### src/rtl/ddr_tmg_pkg.sv
package ddr_tmg_pkg;

   typedef enum logic [2:0] {
      CMD_NOP  = 3'd0,
      CMD_ACT  = 3'd1,
      CMD_RD   = 3'd2,
      CMD_WR   = 3'd3,
      CMD_PRE  = 3'd4,
      CMD_PREA = 3'd5
   } tcmd_e;

   // round a picosecond span up to whole clocks
   function automatic int unsigned ps_to_ck(input int unsigned t_ps, input int unsigned clk_ps);
      return (t_ps + clk_ps - 1) / clk_ps;
   endfunction

   function automatic int unsigned max2(input int unsigned a, input int unsigned b);
      return (a > b) ? a : b;
   endfunction

endpackage

### src/rtl/tmg_down_cnt.sv
module tmg_down_cnt #(
   parameter int unsigned W = 5
) (
   input  logic         clk,
   input  logic         rst_n,
   input  logic         ld_i,
   input  logic [W-1:0] ld_val_i,
   output logic [W-1:0] cnt_o,
   output logic         zero_o
);

   logic [W-1:0] cnt_q;
   logic [W-1:0] dec;
   logic [W-1:0] nxt;

   always_comb begin
      dec = (cnt_q == '0) ? '0 : cnt_q - W'(1);
      nxt = dec;
      if (ld_i && (ld_val_i > dec)) nxt = ld_val_i;
   end

   always_ff @(posedge clk) begin
      if (!rst_n) cnt_q <= '0;
      else        cnt_q <= nxt;
   end

   assign cnt_o  = cnt_q;
   assign zero_o = (cnt_q == '0);

   // without a load the count may only fall (rounded counts never grow by themselves)
   p_count_falls_r1: assert property (@(posedge clk) disable iff (!rst_n)
      !ld_i |=> (cnt_q <= $past(cnt_q)));

endmodule

### src/rtl/ddr_tmg_bank.sv
module ddr_tmg_bank
   import ddr_tmg_pkg::*;
#(
   parameter int unsigned W        = 5,
   parameter int unsigned RCD_CK   = 3,
   parameter int unsigned RP_CK    = 3,
   parameter int unsigned RAS_CK   = 6,
   parameter int unsigned RC_CK    = 9,
   parameter int unsigned WREC_CK  = 2,
   parameter int unsigned WTR_CK   = 1,
   parameter int unsigned CCD_CK   = 1,
   parameter int unsigned WLAT_CK  = 1,
   parameter int unsigned BURST_CK = 2
) (
   input  logic       clk,
   input  logic       rst_n,
   input  logic [2:0] cmd_i,
   input  logic       sel_i,
   input  logic       ap_i,
   output logic       act_rdy_o,
   output logic       rd_rdy_o,
   output logic       wr_rdy_o,
   output logic       pre_rdy_o
);

   localparam int unsigned WDATA_CK = WLAT_CK + BURST_CK;
   localparam int unsigned DAL_CK   = WREC_CK + RP_CK;

   localparam logic [W-1:0] LD_RC    = W'(RC_CK - 1);
   localparam logic [W-1:0] LD_RCD   = W'(RCD_CK - 1);
   localparam logic [W-1:0] LD_RAS   = W'(RAS_CK - 1);
   localparam logic [W-1:0] LD_RP    = W'(RP_CK - 1);
   localparam logic [W-1:0] LD_CCD   = W'(CCD_CK - 1);
   localparam logic [W-1:0] LD_BURST = W'(BURST_CK - 1);
   localparam logic [W-1:0] LD_W2R   = W'(WDATA_CK + WTR_CK - 1);
   localparam logic [W-1:0] LD_W2P   = W'(WDATA_CK + WREC_CK - 1);
   localparam logic [W-1:0] LD_WAP   = W'(WDATA_CK + DAL_CK - 1);
   localparam logic [W-1:0] RP_W     = W'(RP_CK);

   logic         open_q, open_d;
   logic         act_ld, rd_ld, wr_ld, pre_ld;
   logic [W-1:0] act_val, rd_val, wr_val, pre_val;
   logic [W-1:0] act_cnt, rd_cnt, wr_cnt, pre_cnt;
   logic         act_z, rd_z, wr_z, pre_z;
   logic [W-1:0] pre_dec;
   logic [W-1:0] close_at;

   always_comb begin
      pre_dec  = (pre_cnt == '0) ? '0 : pre_cnt - W'(1);
      close_at = (pre_dec > LD_BURST) ? pre_dec : LD_BURST;
   end

   always_comb begin
      open_d  = open_q;
      act_ld  = 1'b0;  act_val = '0;
      rd_ld   = 1'b0;  rd_val  = '0;
      wr_ld   = 1'b0;  wr_val  = '0;
      pre_ld  = 1'b0;  pre_val = '0;
      if (cmd_i == CMD_PREA) begin
         open_d  = 1'b0;
         act_ld  = 1'b1;
         act_val = LD_RP;
      end else if (sel_i) begin
         case (cmd_i)
            CMD_ACT: begin
               open_d  = 1'b1;
               act_ld  = 1'b1;  act_val = LD_RC;
               rd_ld   = 1'b1;  rd_val  = LD_RCD;
               wr_ld   = 1'b1;  wr_val  = LD_RCD;
               pre_ld  = 1'b1;  pre_val = LD_RAS;
            end
            CMD_RD: begin
               rd_ld   = 1'b1;  rd_val  = LD_CCD;
               wr_ld   = 1'b1;  wr_val  = LD_CCD;
               pre_ld  = 1'b1;  pre_val = LD_BURST;
               if (ap_i) begin
                  open_d  = 1'b0;
                  act_ld  = 1'b1;
                  act_val = close_at + RP_W;
               end
            end
            CMD_WR: begin
               rd_ld   = 1'b1;  rd_val  = LD_W2R;
               wr_ld   = 1'b1;  wr_val  = LD_CCD;
               pre_ld  = 1'b1;  pre_val = LD_W2P;
               if (ap_i) begin
                  open_d  = 1'b0;
                  act_ld  = 1'b1;
                  act_val = ((pre_dec + RP_W) > LD_WAP) ? (pre_dec + RP_W) : LD_WAP;
               end
            end
            CMD_PRE: begin
               open_d  = 1'b0;
               act_ld  = 1'b1;
               act_val = LD_RP;
            end
            default: ;
         endcase
      end
   end

   always_ff @(posedge clk) begin
      if (!rst_n) open_q <= 1'b0;
      else        open_q <= open_d;
   end

   tmg_down_cnt #(.W(W)) u_act (.clk(clk), .rst_n(rst_n), .ld_i(act_ld), .ld_val_i(act_val),
                                .cnt_o(act_cnt), .zero_o(act_z));
   tmg_down_cnt #(.W(W)) u_rd  (.clk(clk), .rst_n(rst_n), .ld_i(rd_ld),  .ld_val_i(rd_val),
                                .cnt_o(rd_cnt),  .zero_o(rd_z));
   tmg_down_cnt #(.W(W)) u_wr  (.clk(clk), .rst_n(rst_n), .ld_i(wr_ld),  .ld_val_i(wr_val),
                                .cnt_o(wr_cnt),  .zero_o(wr_z));
   tmg_down_cnt #(.W(W)) u_pre (.clk(clk), .rst_n(rst_n), .ld_i(pre_ld), .ld_val_i(pre_val),
                                .cnt_o(pre_cnt), .zero_o(pre_z));

   assign act_rdy_o = act_z && !open_q;
   assign rd_rdy_o  = rd_z && open_q;
   assign wr_rdy_o  = wr_z && open_q;
   assign pre_rdy_o = pre_z;

   logic cmd_act, cmd_close, cmd_wap;
   assign cmd_act   = sel_i && (cmd_i == CMD_ACT);
   assign cmd_close = (sel_i && (cmd_i == CMD_PRE)) || (cmd_i == CMD_PREA);
   assign cmd_wap   = sel_i && (cmd_i == CMD_WR) && ap_i;

   generate
      if (RCD_CK > 1) begin : g_rcd_chk
         p_rcd_gate_r2: assert property (@(posedge clk) disable iff (!rst_n)
            cmd_act |=> (!rd_rdy_o && !wr_rdy_o));
      end
      if (RAS_CK > 1) begin : g_ras_chk
         p_ras_gate_r3: assert property (@(posedge clk) disable iff (!rst_n)
            cmd_act |=> !pre_rdy_o);
      end
   endgenerate

   p_open_blocks_act_r4: assert property (@(posedge clk) disable iff (!rst_n)
      cmd_act |=> !act_rdy_o);

   p_close_blocks_col_r6: assert property (@(posedge clk) disable iff (!rst_n)
      cmd_close |=> (!rd_rdy_o && !wr_rdy_o));

   p_wap_hold_r8: assert property (@(posedge clk) disable iff (!rst_n)
      cmd_wap |=> (!act_rdy_o && !rd_rdy_o && !wr_rdy_o));

endmodule

### src/rtl/ddr_bank_timer.sv
module ddr_bank_timer
   import ddr_tmg_pkg::*;
#(
   parameter int unsigned NUM_BANKS = 4,
   parameter int unsigned CLK_PS    = 7500,
   parameter int unsigned T_RCD_PS  = 20000,
   parameter int unsigned T_RP_PS   = 20000,
   parameter int unsigned T_RAS_PS  = 45000,
   parameter int unsigned T_RC_PS   = 65000,
   parameter int unsigned T_RRD_PS  = 15000,
   parameter int unsigned T_WR_PS   = 15000,
   parameter int unsigned WTR_CK    = 1,
   parameter int unsigned CCD_CK    = 1,
   parameter int unsigned WLAT_CK   = 1,
   parameter int unsigned BURST_CK  = 2,
   localparam int unsigned BANK_W   = $clog2(NUM_BANKS)
) (
   input  logic                 clk,
   input  logic                 rst_n,
   input  logic [2:0]           cmd_i,
   input  logic [BANK_W-1:0]    bank_i,
   input  logic                 ap_i,
   output logic [NUM_BANKS-1:0] act_rdy_o,
   output logic [NUM_BANKS-1:0] rd_rdy_o,
   output logic [NUM_BANKS-1:0] wr_rdy_o,
   output logic [NUM_BANKS-1:0] pre_rdy_o,
   output logic                 act_gap_ok_o
);

   localparam int unsigned RCD_CK  = ps_to_ck(T_RCD_PS, CLK_PS);
   localparam int unsigned RP_CK   = ps_to_ck(T_RP_PS,  CLK_PS);
   localparam int unsigned RAS_CK  = ps_to_ck(T_RAS_PS, CLK_PS);
   localparam int unsigned RC_CK   = ps_to_ck(T_RC_PS,  CLK_PS);
   localparam int unsigned RRD_CK  = ps_to_ck(T_RRD_PS, CLK_PS);
   localparam int unsigned WREC_CK = ps_to_ck(T_WR_PS,  CLK_PS);
   localparam int unsigned MAX_CK  = RC_CK + RAS_CK + WLAT_CK + BURST_CK + WREC_CK + RP_CK + WTR_CK;
   localparam int unsigned CNT_W   = $clog2(MAX_CK + 1);

   initial begin
      a_clk_nonzero: assert (CLK_PS > 0) else $error("clock period must be non-zero");
      a_banks_pow2: assert (NUM_BANKS >= 2 && (NUM_BANKS & (NUM_BANKS - 1)) == 0)
         else $error("bank count must be a power of two");
      a_counts_pos: assert (RCD_CK >= 1 && RP_CK >= 1 && RAS_CK >= 1 && RC_CK >= 1 &&
                            RRD_CK >= 1 && CCD_CK >= 1 && BURST_CK >= 1)
         else $error("every spacing must be at least one clock");
   end

   generate
      for (genvar b = 0; b < NUM_BANKS; b++) begin : g_bank
         ddr_tmg_bank #(
            .W(CNT_W), .RCD_CK(RCD_CK), .RP_CK(RP_CK), .RAS_CK(RAS_CK), .RC_CK(RC_CK),
            .WREC_CK(WREC_CK), .WTR_CK(WTR_CK), .CCD_CK(CCD_CK), .WLAT_CK(WLAT_CK),
            .BURST_CK(BURST_CK)
         ) u_bank (
            .clk(clk), .rst_n(rst_n), .cmd_i(cmd_i),
            .sel_i(bank_i == BANK_W'(b)), .ap_i(ap_i),
            .act_rdy_o(act_rdy_o[b]), .rd_rdy_o(rd_rdy_o[b]),
            .wr_rdy_o(wr_rdy_o[b]), .pre_rdy_o(pre_rdy_o[b])
         );
      end
   endgenerate

   logic             any_act;
   logic [CNT_W-1:0] rrd_cnt;
   assign any_act = (cmd_i == CMD_ACT);

   tmg_down_cnt #(.W(CNT_W)) u_rrd (
      .clk(clk), .rst_n(rst_n), .ld_i(any_act), .ld_val_i(CNT_W'(RRD_CK - 1)),
      .cnt_o(rrd_cnt), .zero_o(act_gap_ok_o)
   );

   generate
      if (RRD_CK > 1) begin : g_rrd_chk
         p_rrd_gate_r5: assert property (@(posedge clk) disable iff (!rst_n)
            any_act |=> !act_gap_ok_o);
      end
   endgenerate

endmodule

### config.mk
export PLATFORM = sky130hd
export DESIGN_NAME = ddr_bank_timer
export DESIGN_NICKNAME = d
export VERILOG_FILES = /design/src/rtl/ddr_tmg_pkg.sv /design/src/rtl/tmg_down_cnt.sv /design/src/rtl/ddr_tmg_bank.sv /design/src/rtl/ddr_bank_timer.sv
export SDC_FILE = /design/constraint.sdc
export NUM_CORES = 1
export LEC_CHECK = 0
export BUFFER_PORTS_ARGS = -buffer_cell sky130_fd_sc_hd__buf_2
export CORE_MARGIN = 2
export CORE_UTILIZATION = 50
export DETAILED_ROUTE_END_ITERATION = 7
export PLACE_DENSITY_LB_ADDON = 0.12
export SLEW_MARGIN = 20
export SYNTH_ARGS = -nofsm -noshare
export SYNTH_HDL_FRONTEND = slang
export SYNTH_SLANG_ARGS = --single-unit
### constraint.sdc
create_clock -name clk -period 7 [get_ports clk]
set_clock_uncertainty 0.1 [all_clocks]
set_input_delay 0.35 -clock clk [delete_from_list [all_inputs] [get_ports clk]]
set_output_delay 0.35 -clock clk [all_outputs]
set_load 0.05 [all_outputs]
Yosys cells after proc, flatten, opt, wreduce, memory -nomap -nowiden
Index checks and enable logic that the tools add are counted.
Widths: inputs -> output; s select.
{"block": "op_classes", "n_shift": 0, "n_lt_le_gt_ge": 25, "n_eq_ne": 9, "n_addsub": 25, "n_bitwise": 1, "div": 0, "n_mul": 0, "muxes": 110, "n_reduce_logical": 61}
{"operator": "$mux 5", "count": 77}
{"operator": "$logic_not 5->1", "count": 17}
{"operator": "$sub 5x1->5 const B", "count": 17}
{"operator": "$gt 5x5->1", "count": 16}
{"operator": "$pmux 5 s4", "count": 4}
{"operator": "$add 5x2->5 const B", "count": 8}
{"operator": "$logic_and 1x1->1", "count": 29}
{"operator": "$gt 5x1->1 const B", "count": 4}
{"operator": "$gt 5x3->1 const B", "count": 4}
{"operator": "$mux 1", "count": 20}
{"operator": "$reduce_and 3->1", "count": 4}
{"operator": "$mux 2", "count": 5}
{"operator": "$pmux 3 s3", "count": 1}
{"operator": "$reduce_or 2->1", "count": 4}
{"operator": "$eq 3x2->1 const B", "count": 2}
{"operator": "$eq 3x3->1 const B", "count": 2}
{"operator": "$gt 1x5->1 const A", "count": 1}
{"operator": "$eq 2x2->1 const B", "count": 2}
{"operator": "$logic_not 1->1", "count": 4}
{"operator": "$pmux 2 s2", "count": 1}
{"operator": "$eq 3x1->1 const B", "count": 1}
{"operator": "$pmux 1 s3", "count": 1}
{"operator": "$reduce_bool 3->1", "count": 1}
{"operator": "$reduce_or 3->1", "count": 1}
{"operator": "other kinds (5)", "count": 5}
{"block": "word_totals", "ff_bits": 89, "latch_bits": 0, "mem_bits_rw": 0, "memories": 0, "output_inout_bits": 17, "in_bits": 8, "romBits": 0, "elab_cells": 253}

Logic depth before layout (Yosys ltp)
Gate-level depths: netlist (run 1).
{"block": "logic_depth", "depth_word": 12, "ltp_mapped": 23, "mapped_depth_nobuf": 22}

By module
A second synthesis (run 1) with hierarchy kept.
{"block": "hier_totals", "hier_cells": 1265, "hier_area_um2": 9975.8}
{"mod": "tmg_down_cnt", "instances": 17, "area_each_um2": 420.4, "seq_area_each_um2": 100.1, "cells_per_inst": 50}
{"mod": "ddr_tmg_bank", "instances": 4, "area_each_um2": 696.9, "seq_area_each_um2": 20.0, "cells_per_inst": 102}
{"mod": "ddr_bank_timer", "instances": 1, "area_each_um2": 41.3, "seq_area_each_um2": 0.0, "cells_per_inst": 7}

Worst setup path before layout (run 1)
No wires, ideal clock.
{"block": "synth_timing", "path_type": "register to register", "startpoint": "reg g_bank[0].u_bank.u_pre.cnt_q[1]", "endpoint": "reg g_bank[0].u_bank.u_act.cnt_q[1]", "t_required_ps": 6814, "path_buffers": 1, "synth_period_minus_slack_ps": 4358, "path_stages_with_launch": 23, "slack_ps": 2642, "t_arrival_ps": 4172, "setup_time_ps": 86, "cell_sequence": "dfxtp_1 -> inv_1 -> ha_1 -> nor4b_2 -> or2_0 -> clkbuf_1 -> inv_1 -> ha_1 -> o22ai_1 -> nor3_1 -> o21ai_0 -> and2_1 -> ha_1 -> mux2i_1 -> a22oi_1 -> o31ai_1 -> ha_1 -> a21oi_1 -> nor2_1 -> a2111oi_0 -> nor3_1 -> and3_1 -> a211oi_1"}
{"block": "synth_via", "elab_chain_len": 12, "elab_cells_between_ends": 17, "cone_classes": "3 x add/sub; 3 x order compare; 9 x mux; 2 x reduce/logical"}
{"item": "start: declaration", "line": "tmg_down_cnt.sv:12", "source": "logic [W-1:0] cnt_q;"}
{"item": "start signal: assignment", "line": "tmg_down_cnt.sv:24", "source": "else cnt_q <= nxt;"}
{"item": "$logic_not 5->1 *"}
{"item": "via g_bank[0].u_bank.pre_rdy_o", "line": "ddr_tmg_bank.sv:23", "source": "output logic pre_rdy_o"}
{"item": "$mux 5 *", "line": "ddr_tmg_bank.sv:49", "source": "pre_dec = (pre_cnt == '0) ? '0 : pre_cnt - W'(1);"}
{"item": "$add 5x2->5 / $gt 5x1->1 (equally long branches)", "line": "ddr_tmg_bank.sv:89, ddr_tmg_bank.sv:50"}
{"item": "$gt 5x3->1 / $mux 5 (equally long branches)", "line": "ddr_tmg_bank.sv:89, ddr_tmg_bank.sv:50"}
{"item": "$mux 5 / $add 5x2->5 (equally long branches)", "line": "ddr_tmg_bank.sv:89, ddr_tmg_bank.sv:79"}
{"item": "$mux 5 (on tied branches)", "line": "ddr_tmg_bank.sv:86, ddr_tmg_bank.sv:76"}
{"item": "$pmux 5 s4 *", "line": "ddr_tmg_bank.sv:64", "source": "case (cmd_i)"}
{"item": "$mux 5 *", "line": "ddr_tmg_bank.sv:63", "source": "end else if (sel_i) begin"}
{"item": "$mux 5 *", "line": "ddr_tmg_bank.sv:59", "source": "if (cmd_i == CMD_PREA) begin"}
{"item": "$gt 5x5->1", "line": "tmg_down_cnt.sv:19", "source": "if (ld_i && (ld_val_i > dec)) nxt = ld_val_i;"}
{"item": "$logic_and 1x1->1", "line": "tmg_down_cnt.sv:19"}
{"item": "$mux 5 *", "line": "tmg_down_cnt.sv:19"}
{"item": "end signal: assignment", "line": "tmg_down_cnt.sv:24"}
{"item": "end: declaration", "line": "tmg_down_cnt.sv:12"}
The timed path passes the listed nets; every way through them passes the cells marked *.
A chain may end at the register's enable or synchronous reset.

Final worst setup path (run 1)
{"block": "layout_timing", "startpoint": "reg g_bank[0].u_bank.u_pre.cnt_q[1]", "endpoint": "reg g_bank[0].u_bank.u_act.cnt_q[1]"}
{"block": "layout_via", "elab_chain_len": 12, "elab_cells_between_ends": 17, "cone_classes": "3 x add/sub; 3 x order compare; 9 x mux; 2 x reduce/logical"}
{"item": "$sub 5x1->5 / $logic_not 5->1 (equally long branches)", "line": "ddr_tmg_bank.sv:49"}
{"item": "$mux 5 *", "line": "ddr_tmg_bank.sv:49"}
{"item": "$add 5x2->5 / $gt 5x1->1 (equally long branches)", "line": "ddr_tmg_bank.sv:89, ddr_tmg_bank.sv:50"}
{"item": "$gt 5x3->1 / $mux 5 (equally long branches)", "line": "ddr_tmg_bank.sv:89, ddr_tmg_bank.sv:50"}
{"item": "$mux 5 / $add 5x2->5 (equally long branches)", "line": "ddr_tmg_bank.sv:89, ddr_tmg_bank.sv:79"}
{"item": "$mux 5 (on tied branches)", "line": "ddr_tmg_bank.sv:86, ddr_tmg_bank.sv:76"}
{"item": "$pmux 5 s4 *", "line": "ddr_tmg_bank.sv:64"}
{"item": "$mux 5 *", "line": "ddr_tmg_bank.sv:63"}
{"item": "$mux 5 *", "line": "ddr_tmg_bank.sv:59"}
{"item": "$gt 5x5->1", "line": "tmg_down_cnt.sv:19"}
{"item": "$logic_and 1x1->1", "line": "tmg_down_cnt.sv:19"}
{"item": "$mux 5 *", "line": "tmg_down_cnt.sv:19"}
Every way passes the cells marked *; elsewhere a longest branch is shown, timed or not.

==> implementation parameters, run 1 <==
Parameter                              Value

Floorplan
  Initial core utilization    51.2%
  DIE AREA    0.0159 sq mm
  Height of the die    126 microns
  Count of pins on the block boundary    25
  Core footprint    0.0145 sq mm
  Chip Width    126 microns
  Site row count    44

Route
  Residual DRC count    0
  Residual antenna-violating net count after detailed routing    0
  Final WL    17.1 mm
  Final routed wire length divided by cell count    14.7 microns
  Drt via density    5.65
  Total iterations of the first detailed-routing run    5
  Vias post-DR    6,575
  Detailed Route Iter0 Violations    443

GRT
  Global-route total usage across every layer    21.8%
  Wire length of the first global-routing pass    28.9 mm
  Global route total overflow    0
  Initial antenna violation count    0
  Vias in the first global route    6,072
  Pin count of the biggest net entering global routing    51

Synth
  Post-synthesis async set-or-reset flop share    0%
  Post-synth EDFFs    0
  Total number of yosys warnings    0
  Syn nets    1,082
  Mean Syn Cell Area    7.46 sq um
  Cells after Synth    997
  Proportion of synthesized chip area in sequential cells    24.0%
  Post-synthesis instance area    0.00744 sq mm
  Number of distinct library cell variants in the gate-level netlist after synthesis    85
  Commonest register cell after synthesis    dfxtp_1
  Synth Register Bits    89

Pwr
  Seq pwr share    19.5%
  Internal Dissipation    2120 uW
  Part of the total power dissipated in the clock network    12.4%
  Maximum vdd ir drop    0.370 mV
  Net load switching power    2070 uW
  Leakage    0.00311 uW
  Part of the power in combinational logic    68.1%
  Switching power share of the total    49.3%
  PD cells    537 mW/mm^2

Hold path
  WHS Endpoint    g_bank[2].u_bank.open_q
  Hold Path Origin    cmd_i[2]
  Worst hold path class    primary input to flop
  Worst Hold Path Cells    3

Setup path
  Peak fanout along the critical path    8
  Max stage delay on crit path    560 ps
  Reg2reg end    g_bank[0].u_bank.u_act.cnt_o[1]
  Startpoint kind of the worst setup timing path    flop
  Worst Reg-to-Reg Cells    21
  Gate family responsible for the most delay along the worst path    compound AO/OA/AOI/OAI gates
  Data required time of the critical path    7180 ps
  Critical path buffers and inverters    2
  Critical setup path kind    flop to flop
  Register-to-register path setup slack    2000 ps
  Kind of end point of the critical path    flop
  Startpoint of the worst register-to-register path    g_bank[0].u_bank.u_pre.cnt_o[1]
  Slowest cell on crit path    a2111oi_0
  Cell seen most often among critical-path stages    ha_1
  Sequence of cells on the critical path    inv_1 -> ha_1 -> nor4b_2 -> or2_0 -> inv_1 -> ha_1 -> o22ai_1 -> nor3_1 -> o21ai_0 -> and2_1 -> ha_1 -> mux2i_1 -> a22oi_1 -> o31ai_1 -> ha_1 -> a21oi_1 -> nor2_1 -> a2111oi_0 -> nor3_1 -> and3_1 -> a211oi_1
  Worst endpoint data arrival time    5180 ps

Clock network
  Setup fix buffers added after clock tree synthesis    0
  Reg clk slew, reported paths    70 ps
  Insertion delay to the later sink of the worst-skew pair    360 ps
  Quantity of hold-fixing buffers added after cts    0
  Total number of H-tree levels    3
  Buffer levels on the longest clock path    2
  Cts bufs inserted    9
  Number of gates resized after CTS    0
  Cell at the root of the clock tree    clkbuf_16
  Sink count of the clock tree    89
  CTS tree    done

Timing
  Minimum clock period    5000 ps
  Maximum clock rate    0.200 GHz
  Final setup margin    2000 ps
  Slew @ Worst Pin    686 ps
  Max Slew Vio Count    0
  Hold WS    344 ps
  Setup Total Neg Slack    0 ps
  Worst slew slack as a fraction of its limit    54.2%
  Count of endpoints failing setup in the final report    0
  Setup repair after global routing missed its margin    false
  Portion of the clock cycle consumed by the worst path in the final layout    71.5%
  Final number of hold-violating endpoints    0

Cells and area
  Area of all placed cells without fillers    0.00780 sq mm
  Ant diodes    0
  P&R area growth vs syn    4.96%
  Proportion of layout cells with a drive suffix above 1    9.30%
  Fin nets    1,059
  Filler cell count    1,462

Placement
  Final Wtd Congestion    0.874
  Port Buf Inserts    24
  Worst slack at placement    2070 ps
  HPWL after detailed placement    12.7 mm
  Total cell area at the placement stage    0.00749 sq mm

Flow run
  Number of max-cap violations    0

Outcome
  Run status    complete, no violations
[placed cells by master (no fill, tap or decap), drive strengths merged, types with 12 or more instances in the layout]
master / count
a211oi: 13
a21oi: 70
and2: 23
buf: 26
dfxtp: 89
ha: 77
inv: 81
mux2i: 16
nand2: 66
nand2b: 30
nand3: 25
nor2: 128
nor2b: 25
nor3: 63
o21ai: 44
o31ai: 15
or2: 24
xor2: 12
[cell type report]
| class | instances | area (sq um) | share of cell area [%] |
|---|---|---|---|
| multi-input cells | 769 | 5050 | 64.7 |
| flip-flops and latches | 89 | 1780 | 22.8 |
| inverters | 79 | 297 | 3.80 |
| clock buffers | 10 | 239 | 3.06 |
| well taps | 184 | 230 | 2.95 |
| repair buffers | 26 | 135 | 1.73 |
| clock inverters | 6 | 73.8 | 0.946 |
[power groups by stage]
stage                     clock [uW]  sequential (uW)  combinational [uW]
after floorplan                    0              770                2450
after global placement             0              829                2830
after detailed placement           0              827                2830
after CTS                        533              816                2860
after global routing             549              844                3240
final                            519              816                2860
[worst min-delay path, cell delays in order]
cell and delay [ps]:
buf_2 220, nor2_1 140, nor4_1 50
[metrics by stage]
stage | total power, uW | cells | utilization (%)
2_1_floorplan | 3220 | 997 | -
3_3_place_gp | 3660 | 1147 | 51.5
3_5_place_dp | 3660 | 1147 | 51.5
4_1_cts | 4210 | 1163 | 53.7
5_1_grt | 4630 | 1163 | 53.7
6_report | 4190 | 1163 | 53.7
[sequential cells by signal, indices dropped and copies added (netlist names)]
| name | count |
|---|---|
| u_rrd.cnt_o | 5 |
| g_bank.u_bank.open_q | 4 |
| g_bank.u_bank.u_wr.cnt_o | 20 |
| g_bank.u_bank.u_rd.cnt_o | 20 |
| g_bank.u_bank.u_pre.cnt_o | 20 |
| g_bank.u_bank.u_act.cnt_o | 20 |
[cells in the mapped netlist, types with 4 or more instances]
master     count  area, sq um
or2_0          5         31.3
ha_1          77          963
buf_4         17          128
a211oi_1      13         97.6
a31oi_1        7         43.8
nor2b_1       25          156
nand4_1       10         62.6
dfxtp_1       89         1780
or3_1          8         50.1
nor4b_2        4         60.1
a2111oi_0      6         52.6
o22ai_1        5         31.3
buf_2         16         80.1
and2_1        22          138
o31ai_1       15          113
mux2i_1       16          160
inv_1         77          289
nand2b_1      29          181
o21a_1         8         60.1
nand2_1       65          244
xor2_1        12          105
clkbuf_1      24         90.1
nor3_2         6         60.1
o21ai_0       38          190
a21oi_1       68          340
or2_1          5         31.3
nor3_1        57          285
or2_2         14         87.6
nand3_1       25          125
o22a_1         4         35.0
o21ai_1        5         25.0
o211ai_1       6         45.0
xnor2_1        9         78.8
o21bai_1       5         37.5
nor4b_1        6         52.6
nor2_1       126          473
[per-layer routing]
layer	track usage [%]	vias up	part of all wire [%]
li1	-	3439	-
met1	30.3	3019	51
met2	35.2	93	44
met3	2.29	24	3.1
met4	7.63	0	1.9
met5	0	-	0
[worst max path at each step]
stage | startpoint | end | depth (start not counted)
after floorplan | g_bank[0].u_bank.u_pre.cnt_o[1] | g_bank[0].u_bank.u_act.cnt_o[1] | 22
after global placement | g_bank[0].u_bank.u_pre.cnt_o[1] | g_bank[0].u_bank.u_act.cnt_o[1] | 21
after global routing | g_bank[0].u_bank.u_pre.cnt_o[1] | g_bank[0].u_bank.u_act.cnt_o[1] | 21
final | g_bank[0].u_bank.u_pre.cnt_o[1] | g_bank[0].u_bank.u_act.cnt_o[1] | 21
after CTS | g_bank[0].u_bank.u_pre.cnt_o[1] | g_bank[0].u_bank.u_act.cnt_o[1] | 21
after detailed placement | g_bank[0].u_bank.u_pre.cnt_o[1] | g_bank[0].u_bank.u_act.cnt_o[1] | 21
[cells by family (layout without fill, tap and decap cells)]
| kind of cell | after synthesis | count (layout) | synth area share (%) |
|---|---|---|---|
| flops | 89 | 89 | 24.0 |
| compound gates | 224 | 224 | 20.0 |
| mux | 20 | 20 | 2.76 |
| buf+inv | 139 | 121 | 8.14 |
| simple gates | 427 | 427 | 29.7 |
| xor+xnor | 21 | 21 | 2.47 |
| fa+ha+maj | 77 | 77 | 13.0 |
(Power assumes the default switching activity.)
==> inputs of run 2 (changes only) <==
- ABC_AREA: not set -> 1
- clock period: 7 -> 5.1 ns (I/O delays scaled with it)
==> run 2 against run 1 <==
Against the previous run:
- clock power up 41%
- critical path depth up 5
- area after synthesis down 6.6%
- flip-flop and latch count unchanged
- count of clock-buffer cells in the layout unchanged
- worst setup slack worse by 810 ps
- hold slack worse by 61 ps
- combinational power up 29%
- design area down 4.3%
- synthesized cell count up 9.7%
- largest power group unchanged
- highest routed layer unchanged
==> implementation parameters, run 2 <==
Parameter                              Value

Outcome
  Run status    complete, no violations

Route
  Detailed Route Iter0 Violations    373
  Final WL    15.3 mm
  Total iterations of the first detailed-routing run    5
  Residual DRC count    0
  Vias post-DR    6,361
  Final routed wire length divided by cell count    11.9 microns
  Drt via density    4.93
  Residual antenna-violating net count after detailed routing    0

Synth
  Mean Syn Cell Area    6.35 sq um
  Post-synthesis instance area    0.00695 sq mm
  Main combinational cell family by area after synthesis    simple AND/OR/NAND/NOR gates
  Cells taking the most area after synthesis    dfxtp_1, ha_1, nand2_1
  Mux share of post-synthesis cell area    0%
  Top cell type by total area after synthesis    dfxtp_1
  Number of distinct library cell variants in the gate-level netlist after synthesis    45
  Synth Register Bits    89
  Most repeated cell in the gate-level netlist after synthesis    nand2_1
  Most used standard cells in the synthesized netlist    nand2_1, inv_1, nor2_1, dfxtp_1, ha_1
  Cells after Synth    1,094
  Post-synthesis xor/xnor area fraction    1.51%
  Post-synthesis simple-gate area fraction    34.5%
  Total number of yosys warnings    0
  Proportion of synthesized chip area in sequential cells    25.7%
  Share of Yosys cell area claimed by the top area cell type    25.7%
  Post-synthesis async set-or-reset flop share    0%
  Post-synth EDFFs    0
  Syn nets    1,179
  Commonest register cell after synthesis    dfxtp_1
  Adder-Cell Fraction of Synth Area    13.9%
  Compound-cell area share of the yosys netlist    11.5%

Setup path
  Peak fanout along the critical path    7
  Critical setup path kind    flop to flop
  Startpoint kind of the worst setup timing path    flop
  Kind of end point of the critical path    flop
  Worst endpoint data arrival time    4090 ps
  Data required time of the critical path    5280 ps
  Cell seen most often among critical-path stages    nand2_1
  Max stage delay on crit path    290 ps
  Slowest cell on crit path    dfxtp_1

Clock network
  Cts bufs inserted    9
  Total number of H-tree levels    3
  Setup fix buffers added after clock tree synthesis    0
  Cell at the root of the clock tree    clkbuf_16
  CTS tree    done
  Buffer levels on the longest clock path    2
  Insertion delay to the later sink of the worst-skew pair    350 ps
  Sink count of the clock tree    89
  Reg clk slew, reported paths    60 ps
  Quantity of hold-fixing buffers added after cts    0
  Number of gates resized after CTS    0

Cells and area
  Proportion of layout cells with a drive suffix above 1    9.36%
  Top library cells by usage in the layout, fill and taps aside    nand2_1, inv_1, nor2_1
  Filler cell count    1,385
  Util after Layout    54.4%
  Most common cell after layout, fill and taps aside    nand2_1
  Fin nets    1,191
  Register cell area after layout    0.00178 sq mm
  Area occupied by multi-input gates    0.00426 sq mm
  P&R area growth vs syn    7.55%
  Ant diodes    0

GRT
  Wire length of the first global-routing pass    26.3 mm
  Grt met2 use    36.0%
  Global-route total usage across every layer    22.0%
  Initial antenna violation count    0
  Met1 capacity usage during global routing    29.6%
  Vias in the first global route    5,795
  Global route total overflow    0
  M3 GR Usage    2.81%
  Pin count of the biggest net entering global routing    36
  GR peak layer    met2

Placement
  Final Wtd Congestion    0.898
  HPWL after detailed placement    11.8 mm
  Port Buf Inserts    24

Flow run
  Number of max-cap violations    0

Pwr
  Leakage    0.00390 uW
  PD cells    733 mW/mm^2
  Maximum vdd ir drop    0.315 mV

Timing
  Hold WS    283 ps
  Portion of the clock cycle consumed by the worst path in the final layout    76.7%
  Final number of hold-violating endpoints    0
  Maximum clock rate    0.256 GHz
  Count of endpoints failing setup in the final report    0
  Minimum clock period    3910 ps
  Worst slew slack as a fraction of its limit    40.0%
  Setup repair after global routing missed its margin    false
  Max Slew Vio Count    0
  Slew @ Worst Pin    899 ps
  Setup Total Neg Slack    0 ps

Floorplan
  Height of the die    122 microns
  Site row count    43
  Initial core utilization    50.6%
  DIE AREA    0.0148 sq mm
  Count of pins on the block boundary    25
  Core footprint    0.0137 sq mm
  Chip Width    122 microns

Hold path
  Worst hold path class    primary input to flop
==> run 2: cell types whose count changed after synthesis, sizes merged, moves of 30 or more <==
| cell | previous run | this run |
|---|---|---|
| nand2 | 66 | 269 |
| inv | 79 | 195 |
| nand3 | 25 | 59 |
| nand2b | 30 | 0 |
| nor2 | 128 | 185 |
| nor3 | 63 | 16 |
==> run 2: path summary, 6_finish.rpt <==
kind                                   startpoint                               to  slack, ps  cells after the start
setup reg to reg  g_bank[0].u_bank.u_pre.cnt_o[1]  g_bank[0].u_bank.u_act.cnt_o[4]       1190                     26
hold / removal                          bank_i[0]  g_bank[2].u_bank.u_act.cnt_o[2]        280                      4
hold reg to reg                    u_rrd.cnt_o[4]                   u_rrd.cnt_o[4]        360                      2
setup / recovery  g_bank[0].u_bank.u_pre.cnt_o[1]  g_bank[0].u_bank.u_act.cnt_o[4]       1190                     26
==> run 2: worst max-delay path, delay by kind of cell (launching register included) <==
kind | cells | cell delay, ps
flip-flops | 1 | 290
buffers and inverters | 5 | 460
adder cells (fa/ha/maj) | 4 | 930
AND/OR/NAND/NOR | 12 | 1400
AO/OA/AOI/OAI | 4 | 520
XOR/XNOR | 1 | 140
==> run 2: metal layers <==
| layer | routed length, microns | part of all wire, % | vias to the layer above |
|---|---|---|---|
| met5 | 0 | 0 | - |
| met4 | 340 | 2.2 | 0 |
| met3 | 471 | 3.1 | 26 |
| met2 | 6770 | 44 | 91 |
| met1 | 7740 | 51 | 2782 |
| li1 | - | - | 3462 |
==> run 2: kinds of logic after synthesis <==
logic type / count (synthesis)
AOI/OAI and AO/OA: 135
xor gates and xnor gates: 12
adders and majority gates: 77
buffers and inverters: 222
DFF: 89
and+or+nand+nor: 559
==> run 2: per-stage QoR <==
| step | cells | power (uW) | setup slack (ps) | area, sq um |
|---|---|---|---|---|
| final | 1291 | 5480 | 1190 | 7470 |
| after global routing | 1291 | 6180 | 741 | 7470 |
| after detailed placement | 1275 | 4750 | 1220 | 7140 |
| after floorplan | 1094 | 4130 | 1560 | 6950 |
| after CTS | 1291 | 5510 | 1200 | 7470 |
| after global placement | 1275 | 4750 | 1340 | 7140 |
==> run 2: layout make-up <==
class                   instances  share of cell area (%)
inverters                     199                    10.1
repair buffers                 24                    1.61
clock inverters                 6                    1.19
clock buffers                  10                    3.20
flip-flops and latches         89                    23.9
well taps                     180                    3.02
multi-input cells             783                    57.1
==> run 2: power by group <==
group          internal, uW  switching [uW]  leakage [uW]
clock network           443             289      0.000155
logic                  1290            2400       0.00301
registers               929             132      0.000732
total                  2660            2820       0.00390
==> inputs of run 3 (changes only) <==
- clock period: 5.1 -> 3.4 ns (I/O delays scaled with it)
==> run 3 against run 2 <==
Against the previous run:
- final cell count rose by 8.8%
- sequential share of layout area fell by 3.9 points
- design area is 20% higher
- highest routed layer unchanged
- the run now ends with negative setup slack left
- count of clock-buffer cells in the layout increased by 1
- global-route usage rose by 1.8 points
- die area unchanged
==> implementation parameters, run 3 (synthesized netlist as in run 2, its figures left out) <==
Parameter                              Value

Timing
  Max Slew Vio Count    0
  Minimum clock period    3480 ps
  Final number of hold-violating endpoints    0
  Slew @ Worst Pin    944 ps
  Final setup margin    -76.7 ps
  Portion of the clock cycle consumed by the worst path in the final layout    102%
  Maximum clock rate    0.288 GHz
  Count of endpoints failing setup in the final report    14
  Worst slew slack as a fraction of its limit    37.0%
  Setup repair after global routing missed its margin    true

Cells and area
  Proportion of layout cells with a drive suffix above 1    27.3%
  Filler cell count    1,230
  Top library cells by usage in the layout, fill and taps aside    nand2_1, inv_1, nor2_1
  Most common cell after layout, fill and taps aside    nand2_1
  P&R area growth vs syn    29.6%
  Ant diodes    0
  Register cell area after layout    0.00180 sq mm
  Fin nets    1,305
  Area occupied by multi-input gates    0.00487 sq mm

GRT
  Initial antenna violation count    0
  Vias in the first global route    6,418
  Pin count of the biggest net entering global routing    35
  Global route total overflow    0
  Global-route total usage across every layer    23.8%
  Wire length of the first global-routing pass    28.5 mm

Placement
  Final Wtd Congestion    0.837
  Port Buf Inserts    24
  HPWL after detailed placement    12.7 mm
  Worst slack at placement    -237 ps

Hold path
  WHS Endpoint    g_bank[0].u_bank.open_q
  Hold Path Origin    ap_i
  Worst Hold Path Cells    4
  Worst hold path class    primary input to flop

Floorplan
  Count of pins on the block boundary    25
  Initial core utilization    50.6%
  Site row count    43
  DIE AREA    0.0148 sq mm
  Core footprint    0.0137 sq mm
  Height of the die    122 microns
  Chip Width    122 microns

Flow run
  Number of max-cap violations    0

Clock network
  Quantity of hold-fixing buffers added after cts    0
  Reg clk slew, reported paths    70 ps
  Cell at the root of the clock tree    clkbuf_16
  Insertion delay to the later sink of the worst-skew pair    360 ps
  Buffer levels on the longest clock path    2
  Total number of H-tree levels    3
  Sink count of the clock tree    89
  Cts bufs inserted    9
  CTS tree    done

Setup path
  Peak fanout along the critical path    7
  Data required time of the critical path    3560 ps
  Kind of end point of the critical path    flop
  Startpoint of the worst register-to-register path    g_bank[0].u_bank.u_pre.cnt_o[0]
  Critical path buffers and inverters    6
  Startpoint kind of the worst setup timing path    flop
  Reg2reg end    g_bank[0].u_bank.u_act.cnt_o[3]
  Register-to-register path setup slack    -80 ps
  Cell seen most often among critical-path stages    ha_4
  Slowest cell on crit path    dfxtp_2
  Max stage delay on crit path    320 ps
  Worst endpoint data arrival time    3630 ps
  Worst Reg-to-Reg Cells    27
  Gate family responsible for the most delay along the worst path    simple AND/OR/NAND/NOR gates
  Critical setup path kind    flop to flop

Route
  DR WL met2    8.60 mm
  Drt via density    5.07
  Residual antenna-violating net count after detailed routing    0
  Top routing layer in use    met4
  Final routed wire length divided by cell count    12.7 microns
  Detailed Route Iter0 Violations    319
  Final WL    17.8 mm
  Vias post-DR    7,117
  Wire length on met3    743 microns
  Residual DRC count    0
  Total iterations of the first detailed-routing run    6
  Met1 WL    7.99 mm

Outcome
  Run status    finished with violations
  Violations in the final reports    negative setup slack
## run 3: cell count changes in the layout (fill, tap and decap cells not counted), moves of 13 or more
cell / previous run / this run
nor2_1: 172 / 154
nand2_1: 256 / 239
inv_1: 187 / 163
ha_4: 0 / 17
ha_1: 77 / 54
inv_2: 7 / 25
buf_4: 0 / 108
o21ai_0: 41 / 28
nand3_1: 55 / 42
## run 3: worst max path at each step
stage	slack [ps]	depth (start not counted)	endpoint	from
floorplan	-2	25	g_bank[1].u_bank.u_act.cnt_o[3]	g_bank[1].u_bank.u_pre.cnt_o[0]
global placement	-190	27	g_bank[0].u_bank.u_act.cnt_o[1]	g_bank[0].u_bank.u_pre.cnt_o[1]
detailed placement	-240	25	g_bank[1].u_bank.u_act.cnt_o[3]	g_bank[1].u_bank.u_pre.cnt_o[0]
CTS	2	27	g_bank[0].u_bank.u_act.cnt_o[1]	g_bank[0].u_bank.u_pre.cnt_o[1]
global route	-240	26	g_bank[1].u_bank.u_act.cnt_o[2]	g_bank[1].u_bank.u_pre.cnt_o[0]
finish	-80	27	g_bank[0].u_bank.u_act.cnt_o[3]	g_bank[0].u_bank.u_pre.cnt_o[0]
## run 3: stage by stage
| step | instance area [sq um] | setup TNS (ps) | std cells | utilization, % | hold slack (ps) |
|---|---|---|---|---|---|
| after global routing | 9000 | -3160 | 1405 | 65.6 | 230 |
| after detailed placement | 7740 | -1970 | 1346 | 56.4 | 354 |
| after CTS | 8480 | 0 | 1389 | 61.8 | 215 |
| after global placement | 7740 | -1230 | 1346 | 56.4 | 353 |
| final | 9000 | -510 | 1405 | 65.6 | 226 |
| after floorplan | 7010 | -2.46 | 1094 | - | 310 |
## run 3: what timing repair did
item                                    CTS  global route
gates cloned                              0             0
endpoints found under the setup margin   19            20
pin swaps                                36            53
resized for setup                        60           107
buffers inserted                         27            18
endpoints found under the hold margin     0             0
## run 3: area by class of cell
class / count / share of cell area (%)
clock buffers: 11 / 2.70
clock inverters: 5 / 0.973
well taps: 180 / 2.50
multi-input cells: 783 / 54.1
flip-flops and latches: 89 / 20.0
repair buffers: 138 / 11.1
inverters: 199 / 8.66
## run 3: metal layers
layer / global-route usage, % / vias to the layer above
li1: - / 3695
met1: 29.6 / 3254
met2: 42.0 / 131
met3: 3.84 / 37
met4: 7.69 / 0
met5: 0 / -
## run 3: worst register-to-register path: cells and delay by family (launching register included)
kind	cells	cell delay, ps
simple gates	14	1370
fa+ha+maj	4	760
buf+inv	6	370
flops	1	320
compound gates	2	320
xor+xnor	1	140
Power of run 3 is not shown: default switching activity piles up to over one toggle a cycle in this logic, so the estimate is an artifact.
